## src/rtl/dmw_pkg.sv

```systemverilog
package dmw_pkg;
    localparam int CH_NUM     = 4;
    localparam int SEL_W      = $clog2(CH_NUM);
    // Field positions of the command byte; these are decoded behaviour.
    localparam int SETCLR_BIT = SEL_W;
    localparam int STEER_BIT  = SEL_W + 1;
    localparam int WIDTH_LSB  = STEER_BIT + 1;
    localparam int BYTE_W     = WIDTH_LSB + CH_NUM;

    typedef logic [CH_NUM-1:0] ch_vec_t;

    typedef struct packed {
        ch_vec_t mask;
        ch_vec_t width;
    } bank_t;

    localparam bank_t BANK_CLEAR = '{mask: '1, width: '1};
endpackage

```

## src/rtl/dmw_write_decode.sv

```systemverilog
module dmw_write_decode
    import dmw_pkg::*;
(
    input  bank_t             cur,
    input  logic              wr_en,
    input  logic              sel_shared,
    input  logic              sel_allmask,
    input  logic              mode16_en,
    input  logic [BYTE_W-1:0] wr_data,
    output bank_t             nxt
);
    logic              single_cmd;
    logic              width_cmd;
    logic              all_cmd;
    logic [SEL_W-1:0]  ch_sel;
    logic              set_val;
    ch_vec_t           single_mask;

    assign ch_sel  = wr_data[SEL_W-1:0];
    assign set_val = wr_data[SETCLR_BIT];

    always_comb begin
        single_cmd = 1'b0;
        width_cmd  = 1'b0;
        all_cmd    = 1'b0;
        if (wr_en) begin
            if (sel_shared) begin
                if (mode16_en && !wr_data[STEER_BIT]) begin
                    width_cmd = 1'b1;
                end else begin
                    single_cmd = 1'b1;
                end
            end else if (sel_allmask) begin
                all_cmd = 1'b1;
            end
        end
    end

    for (genvar g = 0; g < CH_NUM; g++) begin : g_chan
        assign single_mask[g] = (ch_sel == SEL_W'(g)) ? set_val : cur.mask[g];
    end

    always_comb begin
        nxt = cur;
        if (single_cmd) begin
            nxt.mask = single_mask;
        end
        if (all_cmd) begin
            nxt.mask = wr_data[CH_NUM-1:0];
        end
        if (width_cmd) begin
            nxt.width = wr_data[WIDTH_LSB +: CH_NUM];
        end
    end

    AST_ONE_CMD: assert final ($onehot0({single_cmd, width_cmd, all_cmd}));
endmodule

```

## src/rtl/dmw_readback.sv

```systemverilog
module dmw_readback
    import dmw_pkg::*;
(
    input  bank_t             cur,
    input  logic              mode16_en,
    input  logic              rd_en,
    output logic [BYTE_W-1:0] rd_data
);
    localparam int UPPER_W = BYTE_W - CH_NUM;

    logic [UPPER_W-1:0] upper;

    always_comb begin
        upper = '1;
        if (mode16_en) begin
            upper = UPPER_W'(cur.width);
        end
        rd_data = '0;
        if (rd_en) begin
            rd_data = {upper, cur.mask};
        end
    end
endmodule

```

## src/rtl/dmw_req_gate.sv

```systemverilog
module dmw_req_gate
    import dmw_pkg::*;
(
    input  ch_vec_t dreq,
    input  ch_vec_t mask,
    output ch_vec_t req_en
);
    for (genvar g = 0; g < CH_NUM; g++) begin : g_gate
        assign req_en[g] = dreq[g] & ~mask[g];
    end
endmodule

```

## src/rtl/dma_mask_width_bank.sv

```systemverilog
module dma_mask_width_bank
    import dmw_pkg::*;
(
    input  logic              clk,
    input  logic              rst_n,
    input  logic              mclr,
    input  logic              mode16_en,
    input  logic              wr_en,
    input  logic              sel_shared,
    input  logic              sel_allmask,
    input  logic [BYTE_W-1:0] wr_data,
    input  logic              rd_en,
    output logic [BYTE_W-1:0] rd_data,
    input  logic [CH_NUM-1:0] dreq,
    output logic [CH_NUM-1:0] req_en,
    output logic [CH_NUM-1:0] mask_o,
    output logic [CH_NUM-1:0] width_8b
);
    bank_t bank_q;
    bank_t bank_d;
    bank_t bank_wr;

    dmw_write_decode i_decode (
        .cur         (bank_q),
        .wr_en       (wr_en),
        .sel_shared  (sel_shared),
        .sel_allmask (sel_allmask),
        .mode16_en   (mode16_en),
        .wr_data     (wr_data),
        .nxt         (bank_wr)
    );

    always_comb begin
        bank_d = bank_wr;
        if (mclr) begin
            bank_d = BANK_CLEAR;
        end
    end

    always_ff @(posedge clk or negedge rst_n) begin
        if (!rst_n) begin
            bank_q <= BANK_CLEAR;
        end else begin
            bank_q <= bank_d;
        end
    end

    dmw_readback i_readback (
        .cur       (bank_q),
        .mode16_en (mode16_en),
        .rd_en     (rd_en),
        .rd_data   (rd_data)
    );

    dmw_req_gate i_gate (
        .dreq   (dreq),
        .mask   (bank_q.mask),
        .req_en (req_en)
    );

    assign mask_o   = bank_q.mask;
    assign width_8b = bank_q.width;

    AST_CLEAR_ALL: assert property (@(posedge clk) disable iff (!rst_n)
        mclr |=> (mask_o == '1) && (width_8b == '1));

    AST_SINGLE_TOUCH: assert property (@(posedge clk) disable iff (!rst_n)
        (wr_en && sel_shared && !mclr && (!mode16_en || wr_data[STEER_BIT]))
        |=> ($countones(mask_o ^ $past(mask_o)) <= 1) && $stable(width_8b));

    AST_WIDTH_MASK_KEPT: assert property (@(posedge clk) disable iff (!rst_n)
        (wr_en && sel_shared && !mclr && mode16_en && !wr_data[STEER_BIT])
        |=> $stable(mask_o));

    AST_ALLMASK_WIDTH_KEPT: assert property (@(posedge clk) disable iff (!rst_n)
        (wr_en && !sel_shared && sel_allmask && !mclr) |=> $stable(width_8b));

    AST_NO_WRITE_HOLD: assert property (@(posedge clk) disable iff (!rst_n)
        (!wr_en && !mclr) |=> $stable(mask_o) && $stable(width_8b));

    AST_RD_UPPER_ONES: assert property (@(posedge clk) disable iff (!rst_n)
        (rd_en && !mode16_en) |-> (rd_data[BYTE_W-1:CH_NUM] == '1));

    AST_REQ_BLOCKED: assert property (@(posedge clk) disable iff (!rst_n)
        (req_en & mask_o) == '0);
endmodule

```

## config.mk

```make
export PLATFORM = sky130hd
export DESIGN_NAME = dma_mask_width_bank
export DESIGN_NICKNAME = d
export VERILOG_FILES = /design/src/rtl/dmw_pkg.sv /design/src/rtl/dmw_write_decode.sv /design/src/rtl/dmw_readback.sv /design/src/rtl/dmw_req_gate.sv /design/src/rtl/dma_mask_width_bank.sv
export SDC_FILE = /design/constraint.sdc
export NUM_CORES = 1
export LEC_CHECK = 0
export BUFFER_PORTS_ARGS = -buffer_cell sky130_fd_sc_hd__buf_4
export CAP_MARGIN = 40
export CORE_MARGIN = 4
export CORE_UTILIZATION = 40
export DETAILED_ROUTE_END_ITERATION = 8
export PLACE_DENSITY = 0.77
export RECOVER_POWER = 25
export SETUP_SLACK_MARGIN = 0.15
export SYNTH_ARGS = -nofsm -noshare
export SYNTH_HDL_FRONTEND = slang
export SYNTH_HIERARCHICAL = 1
export SYNTH_SLANG_ARGS = --single-unit
```

## constraint.sdc

```tcl
create_clock -name clk -period 3.5 [get_ports clk]
set_clock_uncertainty 0.15 [all_clocks]
set_input_delay 0 -clock clk [delete_from_list [all_inputs] [get_ports clk]]
set_output_delay 0 -clock clk [all_outputs]
set_load 0.01 [all_outputs]
```

; ---- Word level (Yosys, flattened, before mapping)
; Cells that the tools add are included.
[classes]
n_eq_ne = 3
mux = 19
n_bitwise = 8
reduce_logical = 13
[ops]
columns = operator, n
row1 = $mux 4, 4
row2 = $mux 8, 2
row3 = $reduce_bool 3->1, 5
row4 = $mux 1, 13
row5 = $reduce_and 2->1, 4
row6 = $and 1x1->1, 4
row7 = $eq 2x2->1 const B, 2
row8 = $not 1->1, 4
row9 = $eq 2x1->1 const B, 1
row10 = $logic_not 2->1, 1
row11 = $reduce_bool 2->1, 1
row12 = $logic_and 1x1->1, 1
row13 = $logic_not 1->1, 1
[word_totals]
ff_bits = 8
inputBits = 20
out_inout_bits = 20

; ---- Logic depth before layout (Yosys ltp)
; Gate-level depths: netlist of run 1.
[depth]
depth_word = 8
mapped_depth = 5
ltp_nobuf = 4

; ---- Hierarchy
; The synthesis of run 1 kept the hierarchy.
[modules_own_cells]
columns = module, n_inst, cells_each, area_each_um2, seq_area_each_um2
row1 = dma_mask_width_bank, 1, 16, 260.2, 210.2
row2 = dmw_write_decode, 1, 26, 217.7, 0.0
row3 = dmw_readback, 1, 12, 75.1, 0.0
row4 = dmw_req_gate, 1, 4, 55.1, 0.0

; ---- Least setup slack after synthesis of run 1
; No wires, ideal clock.
[synth_timing]
path_kind = in2reg
startpoint = in wr_data[1]
endpoint = reg bank_q, in the netlist mask_o[2]
setup_time_ns = 0.082
arrival_ns = 0.979
required_ns = 3.268
setup_slack_ns = 2.289
path_stages = 5
n_path_buf = 1
cell_sequence = buf_4 inv_2 o41ai_2 mux2_1 or2_1
[synth_between]
elab_chain_cells = 3
[synth_rtl]
columns = element, line_no
row1 = "start, declared", dma_mask_width_bank.sv:11  ; input logic [BYTE_W-1:0] wr_data,
row2 = $eq 2x2->1, dmw_write_decode.sv:40  ; assign single_mask[g] = (ch_sel == SEL_W'(g)) ? set_val : cur.mask[g];
row3 = $reduce_bool 3->1 (no source line), -
row4 = $reduce_and 2->1 (no source line), -
row5 = "end signal, assigned", dma_mask_width_bank.sv:44  ; bank_q <= bank_d;
row6 = "end, declared", dma_mask_width_bank.sv:19  ; bank_t bank_q;
; Every way passes these cells.
; A chain may end at the register's enable or synchronous reset.

==> results of run 1 <==
## Yosys cell counts (2+ instances only)
cell type  count  area, um2
nor2b_4        5      68.82
and2_2         4      30.03
a21boi_1       4      30.03
nand3_1        2      10.01
inv_1          5      18.77
mux2i_1        2      20.02
or2_1          8      50.05
dfstp_2        8      210.2
mux2_2         4      45.04
## layout make-up
cell class,count,area share
repair buffers,47,0.3651
well taps,15,0.01856
flip-flops and latches,8,0.2079
inverters,6,0.02228
multi-input cells,43,0.3639
clock buffers,3,0.02228
## routing by layer
metal,up-vias,part of all wire
li1,299,-
met5,-,0
met4,0,0.016
met2,28,0.50
met3,2,0.11
met1,266,0.38
## report_power, final
| group | internal [W] | switching [W] |
|---|---|---|
| registers | 0.0000986 | 0.00000433 |
| clock network | 0.0000390 | 0.0000286 |
| logic | 0.0000471 | 0.0000307 |
| total | 0.000185 | 0.0000636 |
## timing repair
item	CTS	global route
gates resized for setup	0	0
setup endpoints to repair	0	0
hold buffers	8	0
hold endpoints to repair	16	0
## placed cells by master (no fill, tap or decap)
cell type and instances:
a21boi_1 4, a31oi_1 1, and2_2 4, buf_4 37
clkbuf_1 1, clkbuf_4 4, dfstp_2 8, dlygate4sd3_1 8
inv_1 5, inv_2 1, mux2_1 1, mux2_2 4
mux2i_1 2, nand2_1 1, nand2_2 1, nand3_1 2
nand3b_2 1, nor2_1 1, nor2b_4 5, nor4_1 1
nor4b_1 1, o21ai_0 1, o31ai_1 1, o32a_1 1
o41a_1 1, o41ai_2 1, or2_1 8, or3_1 1
## state kept, by name (all words and copies together) (netlist names)
register	flops
mask_o	4
width_8b	4
## cell families after synthesis
| logic type | after synthesis |
|---|---|
| buffers and inverters | 7 |
| AO/OA/AOI/OAI | 10 |
| multiplexers | 7 |
| flip-flops | 8 |
| AND/OR/NAND/NOR | 26 |
## critical path, cell delays in order
cell	delay, ps
dlygate4sd3_1	540
buf_4	150
o41a_1	390
o32a_1	180
or2_1	230
dlygate4sd3_1	560
## stage by stage
| stage | setup WS (ps) | utilization | instance area [um2] | instances | power (W) |
|---|---|---|---|---|---|
| floorplan | 2289 | - | 608.1 | 58 | 0.0001340 |
| global placement | 2239 | 0.6676 | 912.1 | 111 | 0.0001739 |
| detailed placement | 2207 | 0.6676 | 912.1 | 111 | 0.0001756 |
| CTS | 1514 | 0.7427 | 1015 | 122 | 0.0002520 |
| global route | 1470 | 0.7399 | 1011 | 122 | 0.0002669 |
| finish | 1482 | 0.7399 | 1011 | 122 | 0.0002483 |
## path summary, 6_finish.rpt
path | from | end | slack [ps] | depth (start not counted)
setup / recovery | wr_data[2] | mask_o[0]$_DFF_PN1_ | 1480 | 6
hold / removal | wr_data[3] | mask_o[3]$_DFF_PN1_ | 50 | 4
setup reg to reg | mask_o[0]$_DFF_PN1_ | mask_o[0]$_DFF_PN1_ | 1740 | 3
hold reg to reg | mask_o[3]$_DFF_PN1_ | mask_o[3]$_DFF_PN1_ | 620 | 3
max in group asynchronous | rst_n | mask_o[2]$_DFF_PN1_ | 2860 | 2
min in group asynchronous | rst_n | width_8b[2]$_DFF_PN1_ | 310 | 2
==> out/metrics.csv, run 1 <==
stage,metric,value,unit
global_route,GRT busiest layer,met2,
logic_synthesis,synth warn,6,
global_route,GR Layer Usage met3,0.03065,
setup_path,crit path kind,input port to register,
clock_tree,CTS Buf Count,3,
logic_synthesis,Gate Count Post-Synth,58,
floorplan,Initial Util,0.4451,
route,Pre-antenna DRT Iters,4,
clock_tree,CTS tree,done,
sta,RSZ-0062 raised after global routing,no,
logic_synthesis,mux cell area share after synthesis,0.1255,
route,Iter 0 DRT Violations,6,
global_route,initial antenna violation count,0,
setup_path,CP max FO,4,
sta,fin crit share,0.5765,
final_layout,layout cells sized above 1,0.6168,
route,final wirelength,1.641,mm
setup_path,arrival time worst endpoint,2040,ps
sta,Final Hold Viols,0,
clock_tree,"Clk pin slew, worst setup/hold paths",50,ps
power_and_ir_drop,Power Density,245.6,mW/mm2
clock_tree,CTS HTree Levels,1,
global_route,GRT Total Usage,0.1651,
logic_synthesis,synthesized area,608.1,um2
sta,max_slew headroom,0.7490,
clock_tree,CTS sink cnt,8,
clock_tree,Clock Path Buffers,2,
logic_synthesis,net count after synthesis,78,
logic_synthesis,"Top FF cell, synth",dfstp_2,
final_layout,final antenna diode count,0,
sta,Final setup viols,0,
flow_run,maxcap violations,0,
setup_path,Crit path required time,3520,ps
global_route,M2 GR Usage,0.2981,
route,Routed Antenna Nets,0,
final_layout,NumNets Final,129,
logic_synthesis,Synth Area in Compound Gates,0.1420,
logic_synthesis,Synth async-reset ratio,1.000,
worst_hold_path,Hold WC Path Type,input port to register,
final_layout,# fillers,111,
setup_path,CP Capture Type,register,
route,Post-route DRC,0,
global_route,wire length of the first global-routing pass,2.490,mm
sta,Max Slew Vio Count,0,
final_layout,area of the multi-input gates,367.9,um2
floorplan,core area,0.001366,mm2
sta,Hold WS,50.98,ps
clock_tree,root buf cell,clkbuf_4,
logic_synthesis,Syn Area/Cell,10.48,um2
route,vias,595,
logic_synthesis,post-synthesis simple-gate area fraction,0.3374,
logic_synthesis,post-synthesis register bit count,8,
logic_synthesis,Adder-Cell Fraction of Synth Area,0,
sta,Total Neg Setup Slack,0,ps
power_and_ir_drop,Lkg Pwr,0.4826,nW
floorplan,Die H,46.99,um
logic_synthesis,register area share after synthesis,0.3457,
outcome,status,"complete, no violations",
floorplan,die area,0.002208,mm2
global_route,met1 Use GR,0.1756,
floorplan,FP Rows,13,
power_and_ir_drop,peak supply drop,208.3,uV
logic_synthesis,number of synthesized flops with an enable pin,0,
floorplan,die span in x,46.99,um
final_layout,Reg area,210.2,um2
clock_tree,post-CTS setup buffers,0,
route,per-cell routed wire length,13.45,um
logic_synthesis,main combinational cell family by area after synthesis,simple AND/OR/NAND/NOR gates,
clock_tree,Skew-Pair Late Insertion Delay,250,ps
global_route,number of global-route vias before repair,563,
place,GPL Wtd Cong,0.7139,
place,number of buffers added on ports,39,
floorplan,# IOs,40,
logic_synthesis,Synth cell types,25,
logic_synthesis,xor/xnor share of the synthesized area,0,
global_route,largest net degree at the start of global routing,9,
sta,crit path time final,2018,ps
sta,f_max,495.6,MHz
route,routed vias/inst,4.877,
sta,worst-margin pin slew,376.5,ps
setup_path,startpoint types,input port,
global_route,grt total ovfl,0,
final_layout,synthesis-to-finish area growth,66.26,%
Power figures use the tool's default switching activity.
==> run 2, diff against run 1 <==
--- a/config.mk
+++ b/config.mk
@@ -5,12 +5,13 @@
 export SDC_FILE = /design/constraint.sdc
 export NUM_CORES = 1
 export LEC_CHECK = 0
+export ABC_AREA = 1
 export BUFFER_PORTS_ARGS = -buffer_cell sky130_fd_sc_hd__buf_4
 export CAP_MARGIN = 40
 export CORE_MARGIN = 4
-export CORE_UTILIZATION = 40
+export CORE_UTILIZATION = 37
 export DETAILED_ROUTE_END_ITERATION = 8
-export PLACE_DENSITY = 0.77
+export PLACE_DENSITY = 0.74
 export RECOVER_POWER = 25
 export SETUP_SLACK_MARGIN = 0.15
 export SYNTH_ARGS = -nofsm -noshare
==> constraint.sdc (replaced) <==
create_clock -name clk -period 1.75 [get_ports clk]
set_clock_uncertainty 0.15 [all_clocks]
set_input_delay 0 -clock clk [delete_from_list [all_inputs] [get_ports clk]]
set_output_delay 0 -clock clk [all_outputs]
set_load 0.01 [all_outputs]
==> run 2 against run 1 <==
Net effect:
- register-to-register slack worse by 1200 ps
- non-clock buffer count rose by 3
- clock power up 110%
- critical endpoint is now rd_data[5]
- setup slack worse by 980 ps
- clock-buffer cell count stayed put
- first-iteration DRC count increased to 3.0 times the previous value
- global-route usage shrank 0.55 points
- final cell count rose by 44%
- critical path type is now register to output pin
==> out/metrics.csv, run 2 <==
stage,metric,value,unit
outcome,status,"complete, no violations",
place,number of buffers added on ports,39,
setup_path,CP peak stage delay,540,ps
route,Pre-antenna DRT Iters,4,
logic_synthesis,Gate Count Post-Synth,107,
final_layout,final antenna diode count,0,
clock_tree,# resized after CTS,0,
sta,fin crit share,0.7145,
floorplan,Die H,49.69,um
final_layout,most frequent cells in the layout,"38 x nand2_1, 38 x buf_4, 26 x inv_1, 12 x nand3_1, 11 x dlygate4sd3_1",
logic_synthesis,Synth cell types,13,
route,routed vias/inst,4.597,
route,Routed Antenna Nets,0,
floorplan,die area,0.002469,mm2
logic_synthesis,"area leader, netlist",dfstp_2,
clock_tree,"Clk pin slew, worst setup/hold paths",60,ps
floorplan,die span in x,49.69,um
clock_tree,post-CTS setup buffers,0,
global_route,met1 Use GR,0.1944,
route,vias,809,
worst_hold_path,Hold WC Path Type,input port to register,
route,final wirelength,1.860,mm
clock_tree,Skew-Pair Late Insertion Delay,260,ps
clock_tree,CTS sink cnt,8,
global_route,number of global-route vias before repair,720,
logic_synthesis,Syn Area/Cell,6.010,um2
sta,RSZ-0062 raised after global routing,no,
sta,f_max,799.8,MHz
place,HPWL Detailed,1.391,mm
place,GPL Wtd Cong,0.7974,
global_route,GR Layer Usage met3,0.04819,
logic_synthesis,number of synthesized flops with an enable pin,0,
logic_synthesis,"Top FF cell, synth",dfstp_2,
sta,Hold WS,48.24,ps
power_and_ir_drop,peak supply drop,297.2,uV
floorplan,core area,0.001577,mm2
global_route,GRT busiest layer,met2,
power_and_ir_drop,Lkg Pwr,0.6913,nW
power_and_ir_drop,Power Density,506.8,mW/mm2
route,Post-route DRC,0,
setup_path,arrival time worst endpoint,1100,ps
sta,worst-margin pin slew,412.6,ps
logic_synthesis,Synth area leaders,"dfstp_2 33%, nand2_1 22%, inv_1 15%",
logic_synthesis,register area share after synthesis,0.3268,
clock_tree,CTS HTree Levels,1,
logic_synthesis,post-synthesis register bit count,8,
clock_tree,Clock Path Buffers,2,
setup_path,Crit path required time,1600,ps
sta,Final Hold Viols,0,
logic_synthesis,net count after synthesis,127,
logic_synthesis,area fraction of the dominant cell type after synthesis,0.3268,
place,placed cell areas,955.9,um2
final_layout,Post-Route Utilization,0.6881,
logic_synthesis,most common cell in the netlist,nand2_1,
route,Iter 0 DRT Violations,18,
place,pre-CTS setup slack,585.1,ps
setup_path,Crit path buffers/inverters,2,
clock_tree,CTS Buf Count,3,
logic_synthesis,Synth async-reset ratio,1.000,
sta,Total Neg Setup Slack,0,ps
logic_synthesis,synthesized area,643.1,um2
flow_run,maxcap violations,0,
sta,crit path time final,1250,ps
setup_path,cell family with most CP delay,flip-flops,
sta,Max Slew Vio Count,0,
route,per-cell routed wire length,10.57,um
setup_path,crit path kind,register to output pin,
floorplan,Initial Util,0.4079,
setup_path,crit path cell chain,inv_1 > a21oi_1 > buf_4,
clock_tree,CTS tree,done,
logic_synthesis,synth warn,6,
global_route,initial antenna violation count,0,
floorplan,FP Rows,14,
final_layout,NumNets Final,182,
clock_tree,root buf cell,clkbuf_4,
final_layout,synthesis-to-finish area growth,68.68,%
global_route,grt total ovfl,0,
global_route,GRT Total Usage,0.1596,
setup_path,CP Capture Type,output pin,
setup_path,startpoint types,register,
global_route,wire length of the first global-routing pass,3.118,mm
setup_path,CP max stage cell,dfstp_1,
sta,max_slew headroom,0.7249,
sta,Final setup viols,0,
global_route,largest net degree at the start of global routing,9,
final_layout,# fillers,139,
floorplan,# IOs,40,
final_layout,Finished Cell Area,0.001085,mm2
sta,final worst slack,499.7,ps
global_route,M2 GR Usage,0.2709,
logic_synthesis,list of most frequent post-synthesis cells,"38 x nand2_1, 26 x inv_1, 12 x nand3_1",
setup_path,CP max FO,3,
final_layout,layout cells sized above 1,0.3938,
run 2: changes by cell type after synthesis, sizes merged, moves of 4 or more:
cell and change:
a21oi +4, a21boi -4, nand2 +39, or2 -8
mux2 -5, nor2b -5, nor2 +8, and2 -4
inv +25, nand3 +10
run 2: path summary, 6_finish.rpt:
kind                                       startpoint                    end  slack (ps)  cells after the start
worst max-delay path            width_8b[1]$_DFF_PN1_             rd_data[5]         500                      3
worst min-delay path                       sel_shared    mask_o[3]$_DFF_PN1_          50                      7
worst max register to register    mask_o[3]$_DFF_PN1_    mask_o[3]$_DFF_PN1_         580                      8
worst min register to register  width_8b[2]$_DFF_PN1_  width_8b[2]$_DFF_PN1_         410                      4
max in group asynchronous                       rst_n  width_8b[2]$_DFF_PN1_        1090                      2
min in group asynchronous                       rst_n  width_8b[0]$_DFF_PN1_         330                      2
run 2: repair_timing:
action,in CTS,in global routing
hold endpoints to repair,16,0
hold buffers,11,0
endpoints found under the setup margin,0,0
run 2: metrics by stage:
stage | cells | power, W
2_1_floorplan | 107 | 0.0002957
3_3_place_gp | 162 | 0.0003899
3_5_place_dp | 162 | 0.0003931
4_1_cts | 176 | 0.0005559
5_1_grt | 176 | 0.0005849
6_report | 176 | 0.0005498
run 2: worst reg2reg max path: stages (launching register included):
cell	delay, ps
dfstp_2	570
nand2_1	60
nand2_1	50
nand2_1	50
nand2_1	60
nand2_1	40
nand2_1	50
inv_1	40
nand2_1	50
run 2: power breakdown:
group          leakage (nW)  switching (W)  internal (W)
clock                0.0138      0.0000632     0.0000785
combinational         0.595      0.0000944      0.000101
sequential           0.0830      0.0000104      0.000202
run 2: final cells by class:
type / instances / area, um2 / share of cell area
Clock buffer: 3 / 22.52 / 0.02076
Inverter: 31 / 118.9 / 0.1096
Multi-Input combinational cell: 68 / 314.1 / 0.2895
Sequential cell: 8 / 210.2 / 0.1938
Tap cell: 16 / 20.02 / 0.01845
Timing Repair Buffer: 50 / 399.1 / 0.3679
run 2: cells by family after synthesis:
family	synth area share
buffers and inverters	0.1848
AOI/OAI and AO/OA	0.03890
DFF	0.3268
and+or+nand+nor	0.4494
run 2: layer usage:
| layer | vias up | routed length [um] |
|---|---|---|
| met2 | 33 | 989 |
| met4 | 0 | 0 |
| met5 | - | 0 |
| met1 | 359 | 744 |
| li1 | 417 | - |
| met3 | 0 | 125 |
==> run 3, diff against run 2 <==
--- a/config.mk
+++ b/config.mk
@@ -9,9 +9,9 @@
 export BUFFER_PORTS_ARGS = -buffer_cell sky130_fd_sc_hd__buf_4
 export CAP_MARGIN = 40
 export CORE_MARGIN = 4
-export CORE_UTILIZATION = 37
+export CORE_UTILIZATION = 40
 export DETAILED_ROUTE_END_ITERATION = 8
-export PLACE_DENSITY = 0.74
+export PLACE_DENSITY = 0.76
 export RECOVER_POWER = 25
 export SETUP_SLACK_MARGIN = 0.15
 export SYNTH_ARGS = -nofsm -noshare
==> constraint.sdc (replaced) <==
create_clock -name clk -period 1.3 [get_ports clk]
set_clock_uncertainty 0.15 [all_clocks]
set_input_delay 0 -clock clk [delete_from_list [all_inputs] [get_ports clk]]
set_output_delay 0 -clock clk [all_outputs]
set_load 0.01 [all_outputs]
==> run 3 against run 2 <==
Net effect:
- the run now ends with negative hold slack left
- global-route usage increased by 5.6 points
- utilization up 10 points
- sequential cell count is the same
- clock power is 38% higher
- hold slack worse by 66 ps
- combinational power up 54%
==> out/metrics.csv, run 3 (same netlist as run 2, synthesis figures left out) <==
stage,metric,value,unit
outcome,status,finished with violations,
outcome,failing checks,negative hold slack,
setup_path,cell family with most CP delay,flip-flops,
setup_path,reg-to-reg startpoint,mask_o[3]$_DFF_PN1_,
setup_path,CP max stage cell,dfstp_2,
setup_path,arrival time worst endpoint,1100,ps
final_layout,synthesis-to-finish area growth,84.82,%
setup_path,startpoint types,register,
clock_tree,CTS sink cnt,8,
place,HPWL Detailed,1.450,mm
flow_run,maxcap violations,0,
setup_path,crit path kind,register to output pin,
worst_hold_path,critical hold path startpoint,wr_data[3],
final_layout,final antenna diode count,0,
final_layout,# fillers,103,
clock_tree,CTS HTree Levels,1,
clock_tree,Clock Path Buffers,2,
setup_path,crit path cell chain,inv_2 > a21oi_2 > buf_4,
floorplan,Die H,48.10,um
floorplan,Initial Util,0.4269,
worst_hold_path,Hold EP,width_8b[2]$_DFF_PN1_,
clock_tree,root buf cell,clkbuf_4,
power_and_ir_drop,peak supply drop,463.7,uV
global_route,wire length of the first global-routing pass,3.463,mm
setup_path,CP Capture Type,output pin,
setup_path,Crit path buffers/inverters,2,
setup_path,CP max FO,2,
worst_hold_path,Hold WC Path Type,input port to register,
power_and_ir_drop,switching power,0.0002525,W
floorplan,core area,0.001506,mm2
clock_tree,Skew-Pair Late Insertion Delay,260,ps
route,Iter 0 DRT Violations,33,
power_and_ir_drop,Lkg Pwr,0.7248,nW
clock_tree,CTS Buf Count,3,
global_route,GRT Total Usage,0.2152,
power_and_ir_drop,sw frac,0.3219,
power_and_ir_drop,Power Density,659.9,mW/mm2
setup_path,Reg2Reg Capture Point,mask_o[3]$_DFF_PN1_,
sta,crit path time final,1249,ps
floorplan,FP Rows,14,
floorplan,die area,0.002313,mm2
power_and_ir_drop,sequential power share,0.365,
sta,RSZ-0062 raised after global routing,yes,
setup_path,"reg-to-reg slack, setup",120,ps
route,Routed Antenna Nets,0,
floorplan,# IOs,40,
power_and_ir_drop,logic gate share of total power,0.385,
global_route,grt total ovfl,0,
final_layout,NumNets Final,186,
floorplan,die span in x,48.10,um
place,GPL Wtd Cong,0.7859,
sta,Hold WS,-17.57,ps
sta,fin crit share,0.9606,
power_and_ir_drop,Power Internal,0.0005319,W
final_layout,"commonest non-fill, non-tap cell in the layout",nand2_1,
worst_hold_path,hold depth,6,
sta,Final Hold Viols,1,
setup_path,path depth of the worst reg2reg path,8,
route,routed vias/inst,4.839,
place,DP Cell Count,162,
setup_path,CP peak stage delay,530,ps
route,Post-route DRC,0,
route,Pre-antenna DRT Iters,4,
power_and_ir_drop,clock share of power,0.250,
route,per-cell routed wire length,12.85,um
sta,Max Slew Vio Count,0,
sta,final worst slack,51.26,ps
final_layout,most frequent cells in the layout,"37 x nand2_1, 31 x buf_4, 22 x inv_1, 12 x nand3_1, 10 x buf_6",
clock_tree,CTS tree,done,
global_route,initial antenna violation count,0,
setup_path,Crit path required time,1150,ps
global_route,number of global-route vias before repair,829,
route,final wirelength,2.313,mm
sta,Final setup viols,0,
sta,worst-margin pin slew,466.4,ps
final_layout,layout cells sized above 1,0.4695,
sta,max_slew headroom,0.6891,
sta,f_max,800.8,MHz
route,vias,871,
clock_tree,"Clk pin slew, worst setup/hold paths",60,ps
global_route,largest net degree at the start of global routing,9,
place,number of buffers added on ports,39,
final_layout,fin cells,180,
place,pre-CTS setup slack,148.0,ps
-- run 3: cell types whose count changed in the layout (fill, tap and decap cells not counted), sizes merged --
cell,before,now
dlygate4sd3,11,9
clkbuf,4,5
dlymetal6s4s,0,2
buf,38,41
-- run 3: timing repair --
action | in CTS | in global routing
pin swaps | 11 | 3
hold endpoints to repair | 16 | 0
hold buffers | 11 | 0
gates resized for setup | 11 | 14
setup endpoints to repair | 13 | 20
setup buffers | 4 | 0
-- run 3: per-stage QoR --
stage               area (um2)  total power (W)  utilization  TNS [ps]  hold slack (ps)
finish                    1189        0.0007844       0.7890         0           -17.57
global route              1189        0.0008440       0.7890    -13.05            7.735
CTS                       1149        0.0007759       0.7625         0           -36.11
detailed placement       955.9        0.0005299       0.6346         0           -127.4
global placement         955.9        0.0005251       0.6346         0           -139.5
floorplan                643.1        0.0003980            -         0           -297.8
-- run 3: worst max path at each step --
| stage | from | end | slack (ps) | cells past startpoint |
|---|---|---|---|---|
| finish | width_8b[0]$_DFF_PN1_ | rd_data[4] | 50 | 3 |
| global route | width_8b[0]$_DFF_PN1_ | rd_data[4] | -10 | 3 |
| CTS | width_8b[2]$_DFF_PN1_ | rd_data[6] | 50 | 3 |
| detailed placement | mask_o[3]$_DFF_PN1_ | mask_o[3]$_DFF_PN1_ | 150 | 8 |
| global placement | mask_o[3]$_DFF_PN1_ | mask_o[3]$_DFF_PN1_ | 170 | 8 |
| floorplan | mask_o[3]$_DFF_PN1_ | mask_o[3]$_DFF_PN1_ | 160 | 8 |
-- run 3: area by class of cell --
class	instances	area, um2	area share
timing repair buffer	54	467.9	0.3937
multi-input combinational	68	349.1	0.2937
sequential	8	210.2	0.1768
inverter	31	118.9	0.1000
clock buffer	3	22.52	0.01895
tap	16	20.02	0.01684
-- run 3: power groups by stage --
stage	sequential [W]	clock, W	combinational, W
after floorplan	0.000294	0	0.000104
after global placement	0.000289	0	0.000236
after detailed placement	0.000289	0	0.000241
after CTS	0.000285	0.000206	0.000285
after global routing	0.000288	0.000225	0.000330
final	0.000286	0.000196	0.000302
-- run 3: routing by layer --
metal  GRT usage  share of wire
met1      0.2523           0.38
met2      0.3773           0.54
met3     0.05166          0.076
met4     0.08065         0.0082
met5           0              0
-- run 3: worst reg2reg max path, stage by stage (launching register included) --
cell and delay, ps:
dfstp_2 560, nand2_1 60, nand2_1 50, nand2_1 60, nand2_1 60, nand2_1 40
nand2_1 50, inv_1 40, nand2_1 50
